--- config.mk ---
export PLATFORM = sky130hd
export DESIGN_NAME = noise_gen
export DESIGN_NICKNAME = d
export VERILOG_FILES = /design/src/rtl/noise_pkg.sv /design/src/rtl/noise_prescale.sv /design/src/rtl/noise_period_reg.sv /design/src/rtl/noise_period_cnt.sv /design/src/rtl/noise_lfsr.sv /design/src/rtl/noise_gen.sv
export SDC_FILE = /design/constraint.sdc
export NUM_CORES = 1
export LEC_CHECK = 0
export ABC_AREA = 0
export CAP_MARGIN = 10
export CORE_MARGIN = 8
export CORE_UTILIZATION = 65
export CTS_BUF_LIST = sky130_fd_sc_hd__clkbuf_2 sky130_fd_sc_hd__clkbuf_4 sky130_fd_sc_hd__clkbuf_8
export DETAILED_ROUTE_END_ITERATION = 7
export DONT_BUFFER_PORTS = 1
export GPL_ROUTABILITY_DRIVEN = 0
export PLACE_DENSITY = 0.9
export SKIP_LAST_GASP = 1
export SLEW_MARGIN = 20
export SYNTH_ARGS = -nofsm -noshare
export SYNTH_HDL_FRONTEND = slang
export SYNTH_HIERARCHICAL = 1
export SYNTH_SLANG_ARGS = --single-unit
--- constraint.sdc ---
create_clock -name clk -period 6.5 [get_ports clk]
set_input_delay 1.3 -clock clk [delete_from_list [all_inputs] [get_ports clk]]
set_output_delay 1.3 -clock clk [all_outputs]
set_load 0.05 [all_outputs]
--- src/rtl/noise_pkg.sv ---
package noise_pkg;

    localparam int LFSR_W = 17;
    localparam logic [LFSR_W-1:0] LFSR_SEED   = LFSR_W'(1);
    localparam logic [LFSR_W:0]   GALOIS_MASK = 18'h24000;

    typedef struct packed {
        logic [LFSR_W-1:0] state;
        logic              bit_out;
    } noise_state_t;

    // One Galois step of the register plus the conditional output inversion.
    function automatic noise_state_t noise_advance(noise_state_t cur);
        logic [LFSR_W:0] wide;
        noise_state_t    nxt;
        wide = {1'b0, cur.state};
        if (cur.state[0]) begin
            wide = wide ^ GALOIS_MASK;
        end
        nxt.state   = wide[LFSR_W:1];
        nxt.bit_out = cur.bit_out ^ (cur.state[0] ^ cur.state[1]);
        return nxt;
    endfunction

    function automatic noise_state_t noise_reset_value();
        noise_state_t r;
        r.state   = LFSR_SEED;
        r.bit_out = 1'b1;
        return r;
    endfunction

endpackage

--- src/rtl/noise_prescale.sv ---
module noise_prescale #(
    parameter int DIV = 8
) (
    input  logic clk,
    input  logic rst,
    output logic ce
);
    localparam int CW = (DIV > 2) ? $clog2(DIV) : 1;
    localparam logic [CW-1:0] LAST = CW'(DIV - 1);

    logic [CW-1:0] div_cnt;

    assign ce = (div_cnt == LAST);

    always_ff @(posedge clk) begin
        if (rst) begin
            div_cnt <= '0;
        end else if (ce) begin
            div_cnt <= '0;
        end else begin
            div_cnt <= div_cnt + CW'(1);
        end
    end
endmodule

--- src/rtl/noise_period_reg.sv ---
module noise_period_reg #(
    parameter int DATA_W = 8,
    parameter int PER_W  = 5
) (
    input  logic              clk,
    input  logic              rst,
    input  logic              wr_en,
    input  logic [DATA_W-1:0] wr_data,
    output logic [PER_W-1:0]  per_eff
);
    logic [PER_W-1:0] per_q;

    always_ff @(posedge clk) begin
        if (rst) begin
            per_q <= '0;
        end else if (wr_en) begin
            per_q <= wr_data[PER_W-1:0];
        end
    end

    // A zero period is treated as one.
    assign per_eff = (per_q == '0) ? PER_W'(1) : per_q;
endmodule

--- src/rtl/noise_period_cnt.sv ---
module noise_period_cnt #(
    parameter int PER_W = 5
) (
    input  logic             clk,
    input  logic             rst,
    input  logic             ce,
    input  logic [PER_W-1:0] per_eff,
    output logic             fire
);
    logic [PER_W-1:0] cnt;
    logic [PER_W:0]   cnt_inc;

    assign cnt_inc = {1'b0, cnt} + (PER_W+1)'(1);
    assign fire    = ce && (cnt_inc >= {1'b0, per_eff});

    always_ff @(posedge clk) begin
        if (rst) begin
            cnt <= '0;
        end else if (ce) begin
            cnt <= fire ? '0 : cnt_inc[PER_W-1:0];
        end
    end
endmodule

--- src/rtl/noise_lfsr.sv ---
module noise_lfsr
    import noise_pkg::*;
(
    input  logic              clk,
    input  logic              rst,
    input  logic              step,
    output logic [LFSR_W-1:0] state_o,
    output logic              bit_o
);
    noise_state_t cur;

    always_ff @(posedge clk) begin
        if (rst) begin
            cur <= noise_reset_value();
        end else if (step) begin
            cur <= noise_advance(cur);
        end
    end

    assign state_o = cur.state;
    assign bit_o   = cur.bit_out;
endmodule

--- src/rtl/noise_gen.sv ---
module noise_gen
    import noise_pkg::*;
#(
    parameter int DIV    = 8,
    parameter int DATA_W = 8,
    parameter int PER_W  = 5
) (
    input  logic              clk,
    input  logic              rst,
    input  logic              wr_en,
    input  logic [DATA_W-1:0] wr_data,
    output logic              noise_out,
    output logic [LFSR_W-1:0] lfsr_state
);
    logic             ce_w;
    logic             fire_w;
    logic [PER_W-1:0] per_w;

    noise_prescale #(.DIV(DIV)) u_pre (
        .clk (clk),
        .rst (rst),
        .ce  (ce_w)
    );

    noise_period_reg #(.DATA_W(DATA_W), .PER_W(PER_W)) u_per (
        .clk     (clk),
        .rst     (rst),
        .wr_en   (wr_en),
        .wr_data (wr_data),
        .per_eff (per_w)
    );

    noise_period_cnt #(.PER_W(PER_W)) u_cnt (
        .clk     (clk),
        .rst     (rst),
        .ce      (ce_w),
        .per_eff (per_w),
        .fire    (fire_w)
    );

    noise_lfsr u_lfsr (
        .clk     (clk),
        .rst     (rst),
        .step    (fire_w),
        .state_o (lfsr_state),
        .bit_o   (noise_out)
    );
endmodule

After elaboration in Yosys (flattened, before gate mapping)
Cells that the tools add are included.

Bits in registers: 31. Input port bits: 11. Output and inout port bits: 18. Word-level logic and storage cells: 18.

$add $sub $neg: 2. Order comparisons: 1. Equality and inequality tests: 1. Muxes and demuxes: 3. Bitwise operators: 3. Reduce and logical (&&, ||, !) cells: 3.

Operators by type and width (number): two-way mux 18 bit (1); two-way mux 5 bit (2); adder 5 x 1 -> 6 bit (second input constant) (1); greater-or-equal comparator 6 x 5 -> 1 bit (1); zero test 5 bit (1); adder 3 x 1 -> 3 bit (second input constant) (1); == test 3 bit (second input constant) (1); NOT 1 -> 2 bit (1); OR reduction 2 bit (1); XOR 1 bit (2); logical AND 1 bit (1).

Logic depth before layout (Yosys ltp)
Word-level depth: 5. Gate-level depth with buffers: 11. Gate-level depth less buffers: 10.

Modules after synthesis
The synthesis kept the hierarchy.

By module, submodules not included: noise_lfsr (instances 1, cells an instance 61, area each 666.9 sq um); noise_period_cnt (instances 1, cells an instance 49, area each 414.1 sq um); noise_period_reg (instances 1, cells an instance 22, area each 215.2 sq um); noise_prescale (instances 1, cells an instance 8, area each 105.1 sq um).

Least setup slack after synthesis
No wires, ideal clock.

Kind: reg2reg. Start: register u_per.per_q[4]. End: register u_lfsr.cur, in the netlist u_lfsr/state_o[0]. Setup time: 0.120 ns. Data arrival time: 2.275 ns. Required time: 6.380 ns. Slack: 4.105 ns. Stages on the path, launching flop included: 9. Path buffers: 1. Cells stage by stage: dfxtp_1 -> o41ai_2 -> ha_1 -> nand2b_4 -> a2111o_1 -> a21oi_2 -> and2b_2 -> buf_6 -> a211o_1.

Longest elaborated chain between the ends: 4.

RTL lines: start, declared (line noise_period_reg.sv:11) `logic [PER_W-1:0] per_q;`; start signal, assigned (line noise_period_reg.sv:17) `per_q <= wr_data[PER_W-1:0];`; zero test 5 bit (line noise_period_reg.sv:22) `assign per_eff = (per_q == '0) ? PER_W'(1) : per_q;`; two-way mux 5 bit (line noise_period_reg.sv:22); net per_w[0] (line noise_gen.sv:17) `logic [PER_W-1:0] per_w;`; greater-or-equal comparator 6 x 5 -> 1 bit (line noise_period_cnt.sv:14) `assign fire = ce && (cnt_inc >= {1'b0, per_eff});`; logical AND 1 bit (line noise_period_cnt.sv:14); net fire_w (line noise_gen.sv:16) `logic fire_w;`; end signal, assigned (line noise_lfsr.sv:14) `cur <= noise_reset_value();`; end signal, assigned (line noise_lfsr.sv:16) `cur <= noise_advance(cur);`; end, declared (line noise_lfsr.sv:10) `noise_state_t cur;`.

The timed path passes the listed nets, and every way through them passes these cells. A chain may end at the register's enable or synchronous reset.

Final worst setup path
Ends and elaborated chain as after synthesis.

==> impl_results.md <==
* Status: finished, final reports clean
* Die Width at 62.4 um
* Clock latency on the worst-skew pair at 0.32 ns
* # IOs at 29
* Pre-antenna DRT Iters at 4
* Initial antenna violation count at 0
* Synth Net Count at 159
* Buffer count from post-CTS setup fixing at 0
* Setup Skew at 0.00596 ns
* Number of synthesized register bits at 31
* Yosys warns at 6
* Via count at 945
* Peak supply drop at 0.161 mV
* DIE HEIGHT at 62.4 um
* First-pass GRT wire length at 4190 um
* CP Max Fanout at 21
* Tcrit/Tclk final at 0.408
* # H-tree levels at 2
* RSZ-0062 raised after global routing: false
* CORE AREA at 2130 um^2
* DRT antenna net count at 0
* Share of the synthesized area in the top cell type at 0.443
* Final Setup Violations at 0
* Clk buf depth at 2
* Ranking of synthesized cells by area: dfxtp_1 44%, mux2i_1 14%, ha_1 7.1%
* Die Area at 3900 um^2
* Critical path data arrival time at 2.88 ns
* Area leader, netlist: dfxtp_1
* Register area share after synthesis at 0.443
* Initial DRC count at 73
* I/O Buffers at 0
* # Max-Cap Violations at 0
* Clock sinks at 31
* F_max at 0.377 GHz
* Fraction of layout cells with a size suffix above 1 at 0.0876
* Crit path capture type: flop
* Pleak at 0.537 nW
* Post-Syn Area per Cell at 10.0 um^2
* Most common cell after layout, fill and taps aside: dfxtp_1
* Final Hold Fails at 0
* Largest net degree at the start of global routing at 32
* CTS hold repair buffers at 0
* Hpwl dp at 1740 um
* Number of global-route vias before repair at 897
* Fillers at 164
* Synth cell types at 31
* Worst slew pin tran at 0.637 ns
* Routed WL at 2560 um
* HP Class: reg -> reg
* Synth Cell Area at 1400 um^2
* TritonCTS clock tree: yes
* DR DRC count at 0
* # resized after CTS at 0
* CTS buffer count at 5
* Initial Utilization at 0.659
* Total track usage at 0.133
* Commonest cells after routing, fill and taps aside: 31 x dfxtp_1, 22 x nor2_1, 20 x mux2i_1, 8 x ha_1, 6 x a21oi_1
* Num rows at 17
* Setup TNS at 0 ns
* # nets final at 156
* Setup CP Type: reg -> reg
* Via-per-instance ratio at 5.73
* Avg WL per Cell at 15.5 um
* Req. time, crit path at 6.72 ns
* GR Overflow Total at 0
* Layout area overhead at 1.96%
* Slew Limit Fails at 0
* CTS root buf: clkbuf_4
* CP startpoint kind: flop
* Slew HR at 0.575
* Cell count after synthesis at 140
* Reg clk slew, reported paths at 0.09 ns
* Ant diodes at 0
* Hold WS at 0.425 ns
* Minimum clock period at 2.65 ns
* Pwr/cell area at 225 nW/um^2
[metrics by stage]
step	utilization	total power, mW	cell area, um^2	std cells	setup slack [ns]
finish	0.672	0.321	1430	165	3.85
global route	0.672	0.336	1430	165	3.67
CTS	0.672	0.324	1430	165	3.85
detailed placement	0.645	0.215	1370	158	3.87
global placement	0.645	0.214	1370	158	3.91
floorplan	-	0.216	1400	140	4.11
[metal layers]
layer / vias to the layer above / track usage / share of wire
li1: 468 / - / -
met2: 28 / 0.210 / 0.47
met3: 7 / 0.0806 / 0.087
met1: 442 / 0.138 / 0.42
met5: - / 0 / 0
met4: 0 / 0.0598 / 0.025
[flip-flops by register name (all words and copies together) (netlist names)]
name            count
u_pre/div_cnt       3
u_cnt/cnt           5
u_lfsr/state_o     17
u_per/per_q         5
u_lfsr/bit_o        1
[power breakdown]
group / switching, mW / internal (mW) / leakage, nW
clock: 0.0603 / 0.0500 / 0.0341
combinational: 0.00689 / 0.00819 / 0.252
sequential: 0.00270 / 0.193 / 0.251
total: 0.0699 / 0.252 / 0.537
[worst max-delay path: stages, from the launching register on]
cell and delay, ns:
dfxtp_1 0.34, o41ai_2 0.36, ha_1 0.28, nand2b_4 0.14
a2111o_1 0.44, a21oi_2 0.24, and2b_2 0.44, a211o_1 0.32
[logic make-up after synthesis]
group	after synthesis	share of synthesized area
xor+xnor	5	0.0313
flops	31	0.443
compound gates	16	0.0848
buf+inv	15	0.0589
fa+ha+maj	8	0.0714
simple gates	45	0.168
mux	20	0.143
[worst paths after layout]
| kind | end | start | slack [ns] | cells past startpoint |
|---|---|---|---|---|
| max | u_lfsr/state_o[0]$_SDFFE_PP1P_ | u_per/per_q[4]$_SDFFE_PP0P_ | 3.85 | 7 |
| min | u_pre/div_cnt[0]$_SDFF_PP0_ | u_pre/div_cnt[0]$_SDFF_PP0_ | 0.43 | 1 |
| max reg2reg | u_lfsr/state_o[0]$_SDFFE_PP1P_ | u_per/per_q[4]$_SDFFE_PP0P_ | 3.85 | 7 |
| min reg2reg | u_pre/div_cnt[0]$_SDFF_PP0_ | u_pre/div_cnt[0]$_SDFF_PP0_ | 0.43 | 1 |
[synth_stat cells, drive strengths merged]
library cell / n
a21oi: 7
nor3: 2
and2: 1
xor2: 2
buf: 6
nand3b: 2
xnor2: 3
o21ai: 2
dfxtp: 31
nand4b: 1
clkbuf: 4
nand2: 1
nand2b: 6
o21bai: 2
nor3b: 3
and2b: 1
nor2: 22
mux2i: 20
inv: 5
a211oi: 1
a31oi: 1
a211o: 1
a2111o: 1
and3: 1
nand3: 4
ha: 8
nor2b: 1
o41ai: 1
[cell type report]
cell class / count / area, um^2 / share of cell area
clock buffers: 6 / 51.3 / 0.0359
well taps: 28 / 35.0 / 0.0245
inverters: 5 / 18.8 / 0.0131
clock inverters: 1 / 5.00 / 0.00350
flip-flops and latches: 31 / 621 / 0.434
multi-input cells: 94 / 698 / 0.489
Power figures use the tool's default switching activity.
